### config.mk
export PLATFORM = sky130hd
export DESIGN_NAME = io_scratch_ram
export DESIGN_NICKNAME = d
export VERILOG_FILES = /design/src/rtl/scratch_pkg.sv /design/src/rtl/port_decoder.sv /design/src/rtl/page_latch.sv /design/src/rtl/bit_scrambler.sv /design/src/rtl/io_scratch_ram.sv
export SDC_FILE = /design/constraint.sdc
export NUM_CORES = 1
export LEC_CHECK = 0
export BUFFER_PORTS_ARGS = -buffer_cell sky130_fd_sc_hd__buf_2
export CAP_MARGIN = 20
export CORE_UTILIZATION = 35
export DETAILED_ROUTE_END_ITERATION = 16
export GPL_ROUTABILITY_DRIVEN = 0
export PLACE_DENSITY = 0.87
export SLEW_MARGIN = 20
export SYNTH_ARGS = -nofsm -noshare
export SYNTH_HDL_FRONTEND = slang
export SYNTH_SLANG_ARGS = --single-unit
export TNS_END_PERCENT = 30
### constraint.sdc
create_clock -name clk -period 1.45 [get_ports clk]
set_input_delay 0.29 -clock clk [delete_from_list [all_inputs] [get_ports clk]]
set_output_delay 0.29 -clock clk [all_outputs]
set_load 0.05 [all_outputs]
### src/rtl/scratch_pkg.sv
package scratch_pkg;
   localparam int BUS_AW  = 16;
   localparam int WIN_LOW = 9;
   localparam int PAGE_W  = 4;
   localparam int BYTE_W  = 8;

   typedef enum logic [1:0] {
      PSEL_NONE   = 2'd0,
      PSEL_WINDOW = 2'd1,
      PSEL_PAGE   = 2'd2
   } port_sel_e;

   // default scrambles: pin i takes logical bit MAP[i]
   localparam logic [BYTE_W*3-1:0] DEF_DMAP =
      {3'd5, 3'd2, 3'd4, 3'd1, 3'd7, 3'd0, 3'd6, 3'd3};
   localparam logic [13*4-1:0] DEF_AMAP =
      {4'd5, 4'd8, 4'd3, 4'd10, 4'd6, 4'd1, 4'd12, 4'd4, 4'd9, 4'd0, 4'd11, 4'd2, 4'd7};
endpackage

### src/rtl/port_decoder.sv
module port_decoder
   import scratch_pkg::*;
#(
   parameter int AW      = 16,
   parameter int LOW_W   = 9,
   parameter int TAG_W   = AW - LOW_W,
   parameter logic [TAG_W-1:0] WIN_TAG  = 7'h7E,
   parameter logic [TAG_W-1:0] PAGE_TAG = 7'h7F
) (
   input  logic [AW-1:0] io_addr,
   output port_sel_e     sel
);
   if (TAG_W < 1) begin : g_bad_tag
      $error("port_decoder: no tag bits left above window");
   end
   if (WIN_TAG == PAGE_TAG) begin : g_bad_overlap
      $error("port_decoder: window and page tags collide");
   end

   logic [TAG_W-1:0] tag;
   assign tag = io_addr[AW-1:LOW_W];

   always_comb begin
      if (tag == WIN_TAG)       sel = PSEL_WINDOW;
      else if (tag == PAGE_TAG) sel = PSEL_PAGE;
      else                      sel = PSEL_NONE;
   end
endmodule

### src/rtl/page_latch.sv
module page_latch #(
   parameter int W = 4,
   parameter int SRC_W = 8
) (
   input  logic             clk,
   input  logic             rst_n,
   input  logic             load,
   input  logic [SRC_W-1:0] src,
   output logic [W-1:0]     page
);
   if (W > SRC_W) begin : g_bad_width
      $error("page_latch: page wider than data bus");
   end

   always_ff @(posedge clk or negedge rst_n) begin
      if (!rst_n)    page <= '0;
      else if (load) page <= src[W-1:0];
   end

   AST_PAGE_LOAD: assert property (@(posedge clk) disable iff (!rst_n)
      load |=> page == $past(src[W-1:0]));
   AST_PAGE_HOLD: assert property (@(posedge clk) disable iff (!rst_n)
      !load |=> $stable(page));
endmodule

### src/rtl/bit_scrambler.sv
module bit_scrambler #(
   parameter int W = 8,
   parameter int IW = (W > 1) ? $clog2(W) : 1,
   parameter logic [W*IW-1:0] MAP = '0,
   parameter bit INVERSE = 1'b0
) (
   input  logic [W-1:0] din,
   output logic [W-1:0] dout
);
   function automatic bit map_is_perm();
      bit [W-1:0] seen;
      seen = '0;
      for (int i = 0; i < W; i++) begin
         int unsigned idx;
         idx = int'(MAP[i*IW +: IW]);
         if (idx >= W) return 1'b0;
         if (seen[idx]) return 1'b0;
         seen[idx] = 1'b1;
      end
      return 1'b1;
   endfunction

   localparam bit MAP_OK = map_is_perm();

   if (W < 2) begin : g_bad_w
      $error("bit_scrambler: width below two");
   end
   if (!MAP_OK) begin : g_bad_map
      $error("bit_scrambler: MAP is not a permutation");
   end

   for (genvar i = 0; i < W; i++) begin : g_bit
      localparam int SRC = int'(MAP[i*IW +: IW]);
      if (INVERSE) begin : g_inv
         assign dout[SRC] = din[i];
      end else begin : g_fwd
         assign dout[i] = din[SRC];
      end
   end
endmodule

### src/rtl/io_scratch_ram.sv
module io_scratch_ram
   import scratch_pkg::*;
#(
   parameter int AW     = BUS_AW,
   parameter int LOW_W  = WIN_LOW,
   parameter int PG_W   = PAGE_W,
   parameter int DW     = BYTE_W,
   parameter int RAM_AW = LOW_W + PG_W,
   parameter logic [RAM_AW*$clog2(RAM_AW)-1:0] AMAP = DEF_AMAP,
   parameter logic [DW*$clog2(DW)-1:0]         DMAP = DEF_DMAP
) (
   input  logic              clk,
   input  logic              rst_n,
   input  logic [AW-1:0]     io_addr,
   input  logic              io_wr,
   input  logic              io_rd,
   input  logic [DW-1:0]     wdata,
   input  logic              freeze,
   output logic [DW-1:0]     rdata,
   output logic              rdata_oe,
   output logic [RAM_AW-1:0] ram_a,
   output logic [DW-1:0]     ram_d,
   output logic              ram_we,
   output logic              ram_re,
   input  logic [DW-1:0]     ram_q
);
   localparam int TAG_W = AW - LOW_W;

   if (RAM_AW != LOW_W + PG_W) begin : g_bad_ram_aw
      $error("io_scratch_ram: RAM_AW must equal LOW_W + PG_W");
   end

   port_sel_e          sel;
   logic [PG_W-1:0]    page;
   logic [RAM_AW-1:0]  logical_a;
   logic [DW-1:0]      q_bus;
   logic [DW-1:0]      rdata_q;
   logic               win_hit;
   logic               page_load;

   port_decoder #(
      .AW(AW), .LOW_W(LOW_W), .TAG_W(TAG_W),
      .WIN_TAG({{(TAG_W-1){1'b1}}, 1'b0}),
      .PAGE_TAG({TAG_W{1'b1}})
   ) u_dec (
      .io_addr(io_addr),
      .sel    (sel)
   );

   assign win_hit   = (sel == PSEL_WINDOW) && freeze;
   assign page_load = (sel == PSEL_PAGE) && io_wr;

   page_latch #(.W(PG_W), .SRC_W(DW)) u_page (
      .clk  (clk),
      .rst_n(rst_n),
      .load (page_load),
      .src  (wdata),
      .page (page)
   );

   assign logical_a = {page, io_addr[LOW_W-1:0]};

   bit_scrambler #(.W(RAM_AW), .MAP(AMAP), .INVERSE(1'b0)) u_ascr (
      .din (logical_a),
      .dout(ram_a)
   );

   bit_scrambler #(.W(DW), .MAP(DMAP), .INVERSE(1'b0)) u_dscr (
      .din (wdata),
      .dout(ram_d)
   );

   bit_scrambler #(.W(DW), .MAP(DMAP), .INVERSE(1'b1)) u_dunscr (
      .din (ram_q),
      .dout(q_bus)
   );

   assign ram_we = win_hit && io_wr;
   assign ram_re = win_hit && io_rd;

   always_ff @(posedge clk or negedge rst_n) begin
      if (!rst_n) begin
         rdata_q  <= '0;
         rdata_oe <= 1'b0;
      end else begin
         rdata_oe <= ram_re;
         rdata_q  <= ram_re ? q_bus : '0;
      end
   end

   assign rdata = rdata_q;

   AST_GATE_CLOSED: assert property (@(posedge clk) disable iff (!rst_n)
      !freeze |-> !ram_we && !ram_re);
   AST_OE_FOLLOWS_READ: assert property (@(posedge clk) disable iff (!rst_n)
      ram_re |=> rdata_oe);
   AST_OE_NEEDS_READ: assert property (@(posedge clk) disable iff (!rst_n)
      rdata_oe |-> $past(io_rd) && $past(freeze));
   AST_RDATA_QUIET: assert property (@(posedge clk) disable iff (!rst_n)
      !rdata_oe |-> rdata == '0);
   AST_NO_STRAY_WE: assert property (@(posedge clk) disable iff (!rst_n)
      ram_we |-> io_addr[AW-1:LOW_W+1] == {(TAG_W-1){1'b1}});
endmodule

==> results of run 1 <==
## through the flow
| stage | area (µm²) | hold WS (ns) |
|---|---|---|
| floorplan | 643 | -0.00559 |
| global placement | 763 | 0.180 |
| detailed placement | 763 | 0.185 |
| CTS | 802 | 0.219 |
| global route | 802 | 0.224 |
| finish | 802 | 0.229 |
## path summary, 6_finish.rpt
| kind | from | endpoint | slack, ns | cells after the start |
|---|---|---|---|---|
| setup / recovery | io_addr[13] | ram_we | 0.03 | 4 |
| hold / removal | ram_q[3] | rdata[7] | 0.23 | 2 |
| setup reg to reg | u_page.page[1] | u_page.page[1] | 0.71 | 1 |
| hold reg to reg | u_page.page[3] | u_page.page[3] | 0.50 | 1 |
| max in group asynchronous | rst_n | rdata[5] | 0.81 | 2 |
| min in group asynchronous | rst_n | rdata[6] | 0.43 | 2 |
## report_power, final
part           internal (W)  total, W  switching (W)
registers          0.000372  0.000375     0.00000371
clock network      0.000106  0.000208       0.000101
logic             0.0000437  0.000135      0.0000918
total              0.000522  0.000718       0.000197
## cells in the mapped netlist
| library cell | count | share of area, % |
|---|---|---|
| buf_4 | 17 | 20 |
| dfrtp_1 | 13 | 52 |
| and2_1 | 8 | 8.0 |
| mux2_2 | 4 | 7.2 |
| nand2_1 | 4 | 2.4 |
| nand4_4 | 1 | 3.4 |
| nor3_4 | 1 | 2.6 |
| nor4_1 | 1 | 1.0 |
| nor4_4 | 1 | 3.4 |
## state kept, by name, summed over array words and instances (netlist names)
signal       flops
u_page.page      4
rdata_oe         1
rdata            8
## logic make-up (layout without fill, tap and decap cells)
logic type | Yosys count | after routing | share of synthesized area [%]
muxes | 4 | 4 | 7.17
and+or+nand+nor | 16 | 16 | 20.7
buffers and inverters | 17 | 48 | 20.3
DFF | 13 | 13 | 51.8
## repair_timing
action / in CTS / in global routing
resized for setup: 1 / 0
setup endpoints to repair: 1 / 0
hold buffers: 1 / 0
endpoints found under the hold margin: 13 / 0
## layer usage
| metal | vias up | global-route usage (%) |
|---|---|---|
| li1 | 209 | - |
| met1 | 207 | 11.7 |
| met2 | 34 | 21.5 |
| met3 | 2 | 2.86 |
| met4 | 0 | 10.3 |
| met5 | - | 0 |
## final cells by class
class / count / area (µm²) / area share (%)
flip-flops and latches: 13 / 325 / 40.6
well taps: 24 / 30.0 / 3.74
repair buffers: 44 / 230 / 28.7
multi-input cells: 20 / 190 / 23.7
clock buffers: 4 / 26.3 / 3.28
## critical path, stage by stage
cell	delay, ns
buf_2	0.10
nand4_4	0.16
nor4_4	0.28
buf_2	0.30
==> metrics.txt, run 1 <==
outcome complete, no violations; Ys Warns 0; router iterations before antenna repair 2; Longest Clk Path Bufs 2; All-Layer GR Usage 12.1%; post-synth cell types 9; vias 452; PortBufs 42; core area 1590 µm²; DRT iter0 DRCs 1; Final WS setup 0.0325 ns; CTS tree done; kind of critical path input pin to output port; area delta synth->final 27.7%; Final setup viols 0; final worst path period share 97.8%; vias in the first global route 459; syn nets 87; Final #Nets 119; Avg WL per Cell 9.95 µm; total power 0.000718 W; CTS clk-pin slew, worst paths 0.07 ns; Die Ht 44.4 µm; power density over the cells 896 nW/µm²; largest net degree at the start of global routing 14; ANT nets after route 0; RSZ-0062 raised after global routing false; final hold violations 0; Pleak 0.469 nW; total of max-cap violations 0; clk sinks 13; Synth Register Bits 13; peak fanout along the critical path 3; Layout Cells excl Fill 105; placed wire-length estimate 893 µm; later-pin clock latency in the skew report 0.26 ns; most frequent cells in the layout buf_2, dfrtp_1, and2_1, nand2_1, mux2_2; Initial Utilization 39.4%; Syn Std Cell Area 628 µm²; fin crit period 1.42 ns; Crit. End Element output port; Clock Skews 0 ns; M1 WL 367 µm; Data arrival, critical path 1.13 ns; DIE WIDTH 44.4 µm; setup bufs post-CTS 0; met3 WL 90 µm; Overflow after GRT 0; WL met2 567 µm; Max Slew Vio Count 0; Layout fillers 147; die area 1970 µm²; initial antenna violation count 0; post-layout util 50.3%; Min-Delay Path Class input pin to flop; Top Layer Used met4; Mapped Cells 50; Crit path required time 1.16 ns; worst slew pin tran 0.287 ns; Rel. slew slack 80.8%; register area share after synthesis 51.8%; total CTS buffers 3; antenna diode count 0; most common cell after layout, fill and taps aside buf_2; Rows 14; CTS root buffer clkbuf_4; Placed Cells 100; H-tree depth 1; maximum vdd drop 0.383 mV; setup TNS 0 ns; first-pass GRT wire length 1710 µm; Fmax 705 MHz; DP Worst Slack -0.00124 ns; IO Count 69; layout cells sized above 1 66.7%; DRC viols 0; Post-Route WL 1050 µm; Worst setup SP type input pin; syn avg cell area 12.6 µm²; number of vias per cell 4.30
Note: power is estimated with default switching activity, not from simulation.
==> run 2: changes to the inputs <==
--- a/config.mk
+++ b/config.mk
@@ -5,13 +5,13 @@
 export SDC_FILE = /design/constraint.sdc
 export NUM_CORES = 1
 export LEC_CHECK = 0
-export BUFFER_PORTS_ARGS = -buffer_cell sky130_fd_sc_hd__buf_2
+export BUFFER_PORTS_ARGS = -buffer_cell sky130_fd_sc_hd__clkbuf_2
 export CAP_MARGIN = 20
 export CORE_UTILIZATION = 35
 export DETAILED_ROUTE_END_ITERATION = 16
 export GPL_ROUTABILITY_DRIVEN = 0
-export PLACE_DENSITY = 0.87
-export SLEW_MARGIN = 20
+export PLACE_DENSITY = 0.94
+export SLEW_MARGIN = 5
 export SYNTH_ARGS = -nofsm -noshare
 export SYNTH_HDL_FRONTEND = slang
 export SYNTH_SLANG_ARGS = --single-unit
==> run 2 against run 1 <==
  * First-iteration DRC count rose to 4.0 times the previous value
  * Fmax up 0.87%
  * Register-to-register slack worse by 0.02 ns
  * Critical path depth unchanged
  * Utilization up 0.16 points
  * Sequential share of layout area down 0.13 points
  * Cell count unchanged
  * Power up 1.2%
  * Non-clock buffer count unchanged
  * Sequential power about the same
  * Worst setup slack better by 0.012 ns
  * Critical path type unchanged
==> metrics.txt, run 2 (synthesis gave the netlist of run 1 again) <==
outcome complete, no violations (unchanged); later-pin clock latency in the skew report 0.27 ns (was 0.26 ns); layout cells sized above 1 66.7% (unchanged); area delta synth->final 28.1% (was 27.7%); Data arrival, critical path 1.12 ns (was 1.13 ns); Clock Skews 0 ns (unchanged); initial antenna violation count 0 (unchanged); DIE WIDTH 44.4 µm (unchanged); setup TNS 0 ns (unchanged); All-Layer GR Usage 12.7% (was 12.1%); Min-Delay Path Class input pin to flop (unchanged); fin crit period 1.41 ns (was 1.42 ns); Crit. Startpoint io_addr[13] (unchanged); worst slew pin tran 0.312 ns (was 0.287 ns); CTS tree done (unchanged); DRT iter0 DRCs 4 (was 1); total CTS buffers 3 (unchanged); cell area after placement 763 µm² (unchanged); R2R depth 1 (unchanged); DRC viols 0 (unchanged); Fmax 712 MHz (was 705 MHz); Worst setup SP type input pin (unchanged); final worst path period share 96.9% (was 97.8%); Final setup viols 0 (unchanged); clk sinks 13 (unchanged); most frequent cells in the layout clkbuf_2, dfrtp_1, and2_1 (was buf_2, dfrtp_1, and2_1, nand2_1, mux2_2); vias in the first global route 417 (was 459); Die Ht 44.4 µm (unchanged); post-layout util 50.5% (was 50.3%); PortBufs 42 (unchanged); max reg flops 8 (unchanged); Rel. slew slack 79.2% (was 80.8%); maximum vdd drop 0.429 mV (was 0.383 mV); Longest Clk Path Bufs 2 (unchanged); Crit path required time 1.16 ns (about the same); ANT nets after route 0 (unchanged); peak fanout along the critical path 3 (unchanged); Layout fillers 147 (unchanged); kind of critical path input pin to output port (unchanged); Final WS setup 0.0447 ns (was 0.0325 ns); most common cell after layout, fill and taps aside clkbuf_2 (was buf_2); largest net degree at the start of global routing 14 (unchanged); core area 1590 µm² (unchanged); reg-to-reg startpoint u_page.page[2] (was u_page.page[1]); worst setup path endpoint ram_we (unchanged); Post-Route WL 1100 µm (was 1050 µm); Initial Utilization 39.4% (unchanged); final hold violations 0 (unchanged); cell area after layout 805 µm² (was 802 µm²); R2R Setup Slk 0.69 ns (was 0.71 ns); first-pass GRT wire length 1730 µm (was 1710 µm); Overflow after GRT 0 (unchanged); power density over the cells 904 nW/µm² (was 896 nW/µm²); die area 1970 µm² (unchanged); Avg WL per Cell 10.5 µm (was 9.95 µm); DP Worst Slack -0.00795 ns (was -0.00124 ns); vias 456 (was 452); Crit. End Element output port (unchanged); total of max-cap violations 0 (unchanged); RSZ-0062 raised after global routing false (unchanged); Max Slew Vio Count 0 (unchanged); Final #Nets 119 (unchanged); H-tree depth 1 (unchanged); setup bufs post-CTS 0 (unchanged); number of vias per cell 4.34 (was 4.30); Rows 14 (unchanged); worst r2r dst u_page.page[2] (was u_page.page[1]); router iterations before antenna repair 3 (was 2); antenna diode count 0 (unchanged); Pleak 0.463 nW (was 0.469 nW); CTS clk-pin slew, worst paths 0.08 ns (was 0.07 ns); CTS root buffer clkbuf_4 (unchanged); IO Count 69 (unchanged)
[run 2: changes by cell type in the layout (fill, tap and decap cells not counted)]
| cell | before | now |
|---|---|---|
| clkbuf_4 | 3 | 4 |
| clkbuf_2 | 0 | 40 |
| buf_2 | 41 | 0 |
[run 2: worst min-delay path by stage]
stage / startpoint / end / slack [ns] / cells after the start
floorplan: rst_n / rdata[0] / -0.006 / 0
global placement: rst_n / u_page.page[1] / 0.19 / 1
detailed placement: rst_n / u_page.page[2] / 0.19 / 1
CTS: ram_q[4] / rdata[1] / 0.21 / 2
global route: ram_q[6] / rdata[2] / 0.22 / 2
finish: ram_q[4] / rdata[1] / 0.22 / 2
[run 2: per-layer routing]
| metal | share of wire, % | vias to the layer above | track usage [%] |
|---|---|---|---|
| met5 | 0 | - | 0 |
| met4 | 4.2 | 0 | 12.7 |
| met3 | 9.2 | 4 | 2.45 |
| met2 | 50 | 34 | 20.0 |
| met1 | 37 | 209 | 14.0 |
| li1 | - | 209 | - |
[run 2: final cells by class]
| class | instances | area [µm²] | area share, % |
|---|---|---|---|
| Sequential cell | 13 | 325 | 40.4 |
| Timing Repair Buffer | 44 | 233 | 28.9 |
| Multi-Input combinational cell | 20 | 190 | 23.6 |
| Tap cell | 24 | 30.0 | 3.73 |
| Clock buffer | 4 | 26.3 | 3.27 |
[run 2: through the flow]
| step | instances | power, W | hold slack [ns] |
|---|---|---|---|
| floorplan | 50 | 0.000563 | -0.00559 |
| global placement | 100 | 0.000514 | 0.190 |
| detailed placement | 100 | 0.000519 | 0.192 |
| CTS | 105 | 0.000739 | 0.213 |
| global route | 105 | 0.000764 | 0.219 |
| finish | 105 | 0.000727 | 0.219 |
[run 2: where the power goes]
group / total (W) / switching, W / leakage (nW) / internal [W]
logic: 0.000136 / 0.0000922 / 0.268 / 0.0000433
clock network: 0.000215 / 0.000109 / 0.0150 / 0.000106
registers: 0.000376 / 0.00000468 / 0.180 / 0.000372
total: 0.000727 / 0.000206 / 0.463 / 0.000521
[run 2: critical path: stages]
cell and delay, ns:
clkbuf_2 0.10, nand4_4 0.16, nor4_4 0.29, clkbuf_4 0.27
[run 2: what timing repair did]
| item | CTS | global route |
|---|---|---|
| gates resized for setup | 1 | 3 |
| hold buffers | 1 | 0 |
| pin swaps | 0 | 0 |
| hold endpoints to repair | 13 | 0 |
| endpoints found under the setup margin | 1 | 2 |
==> run 3: changes to the inputs <==
==> constraint.sdc (replaced) <==
create_clock -name clk -period 1.45 [get_ports clk]
set_input_delay 0 -clock clk [delete_from_list [all_inputs] [get_ports clk]]
set_output_delay 0 -clock clk [all_outputs]
set_load 0.05 [all_outputs]
==> run 3 against run 2 <==
  * Clock skew is the same
  * Sequential share of layout area decreased by 4.7 points
  * Combinational power increased by 16%
  * Worst hold slack worse by 0.22 ns
  * Utilization is 6.7 points higher
  * Critical path type unchanged
  * Critical endpoint is now ram_re
  * Largest cell class is now buffers
==> metrics.txt, run 3 (synthesis gave the netlist of run 1 again) <==
FF+latch area 325 µm² (unchanged); CTS tree done (unchanged); outcome complete, no violations (unchanged); Hold Crit Depth 0 (was 2); router iterations before antenna repair 4 (was 3); die area 1970 µm² (unchanged); Final WS setup 0.480 ns (was 0.0447 ns); total of max-cap violations 0 (unchanged); H-tree depth 1 (unchanged); cell area after placement 754 µm² (was 763 µm²); final worst path period share 66.9% (was 96.9%); DIE WIDTH 44.4 µm (unchanged); clk sinks 13 (unchanged); Avg WL per Cell 10.2 µm (was 10.5 µm); Post-Route WL 1200 µm (was 1100 µm); Longest Clk Path Bufs 2 (unchanged); Resized cells post-CTS 0 (was 1); later-pin clock latency in the skew report 0.26 ns (was 0.27 ns); Crit path required time 1.45 ns (was 1.16 ns); initial antenna violation count 0 (unchanged); most frequent cells in the layout clkbuf_2, dlygate4sd3_1, dfrtp_1, and2_1 (was clkbuf_2, dfrtp_1, and2_1); DP Worst Slack 0.377 ns (was -0.00795 ns); total CTS buffers 3 (unchanged); kind of critical path input pin to output port (unchanged); largest net degree at the start of global routing 14 (unchanged); layout cells sized above 1 58.1% (was 66.7%); PortBufs 42 (unchanged); power density over the cells 819 nW/µm² (was 904 nW/µm²); most common cell after layout, fill and taps aside clkbuf_2 (unchanged); worst slew pin tran 0.317 ns (was 0.312 ns); Max Slew Vio Count 0 (unchanged); RSZ-0062 raised after global routing false (unchanged); final hold violations 0 (unchanged); DRC viols 0 (unchanged); Fmax 1030 MHz (was 712 MHz); Rows 14 (unchanged); antenna diode count 0 (unchanged); IO Count 69 (unchanged); number of vias per cell 4.12 (was 4.34); ANT nets after route 0 (unchanged); CTS root buffer clkbuf_4 (unchanged); Crit. End Element output port (unchanged); Initial Utilization 39.4% (unchanged); max reg flops 8 (unchanged); cell area after layout 911 µm² (was 805 µm²); vias in the first global route 483 (was 417); Min-Delay Path Class input pin to output port (was input pin to flop); Overflow after GRT 0 (unchanged); Pleak 0.507 nW (was 0.463 nW); Multi-input gate area 181 µm² (was 190 µm²); DRT iter0 DRCs 4 (unchanged); Worst setup SP type input pin (unchanged); Data arrival, critical path 0.97 ns (was 1.12 ns); post-layout util 57.1% (was 50.5%); first-pass GRT wire length 1820 µm (was 1730 µm); Die Ht 44.4 µm (unchanged); Layout fillers 151 (was 147); vias 482 (was 456); Clock Skews 0 ns (unchanged); area delta synth->final 45.0% (was 28.1%); fin crit period 0.970 ns (was 1.41 ns); R2R depth 1 (unchanged); total power 0.000746 W (was 0.000727 W); setup TNS 0 ns (unchanged); Final setup viols 0 (unchanged); core area 1590 µm² (unchanged); Rel. slew slack 78.7% (was 79.2%); Final #Nets 131 (was 119); peak fanout along the critical path 5 (was 3); All-Layer GR Usage 13.6% (was 12.7%); maximum vdd drop 0.347 mV (was 0.429 mV)
[run 3: changes by cell type in the layout (fill, tap and decap cells not counted)]
cell           before  now
nor4_2              0    1
clkbuf_2           40   42
clkbuf_4            4    3
nor4_4              2    1
dlygate4sd3_1       1   13
buf_4               2    1
[run 3: path summary, 6_finish.rpt]
check	start	end	slack, ns
worst max-delay path	io_addr[13]	ram_re	0.48
worst min-delay path	wdata[4]	ram_d[5]	0.00001
worst max register to register	u_page.page[0]	u_page.page[0]	0.70
worst min register to register	u_page.page[1]	u_page.page[1]	0.51
max in group asynchronous	rst_n	u_page.page[1]	1.07
min in group asynchronous	rst_n	rdata[1]	0.15
[run 3: cell type report]
class,count,area share [%]
Timing Repair Buffer,56,38.2
Sequential cell,13,35.7
Multi-Input combinational cell,20,19.9
Tap cell,24,3.30
Clock buffer,4,2.88
[run 3: through the flow]
| step | std cells | hold WS, ns |
|---|---|---|
| 2_1_floorplan | 50 | -0.296 |
| 3_3_place_gp | 100 | -0.0987 |
| 3_5_place_dp | 100 | -0.0948 |
| 4_1_cts | 117 | 0.000341 |
| 5_1_grt | 117 | 0.0000718 |
| 6_report | 117 | 0.0000140 |
[run 3: what timing repair did]
item / CTS / global route
hold endpoints to repair: 25 / 0
setup buffers: 0 / 0
hold buffers: 13 / 0
[run 3: power by group]
part / switching (W) / total, W / internal (W)
Clock: 0.000105 / 0.000211 / 0.000106
Combinational: 0.0000944 / 0.000158 / 0.0000640
Sequential: 0.00000462 / 0.000376 / 0.000372
[run 3: critical path, stage by stage]
cell	delay, ns
clkbuf_2	0.10
nand4_4	0.15
nor4_4	0.38
clkbuf_2	0.34
[run 3: layer usage]
metal | GRT usage [%] | part of all wire [%] | routed length [µm] | up-vias
li1 | - | - | - | 235
met5 | 0 | 0 | 0 | -
met4 | 10.9 | 1.0 | 12 | 0
met1 | 10.8 | 33 | 396 | 209
met3 | 6.94 | 11 | 137 | 6
met2 | 24.4 | 54 | 651 | 32
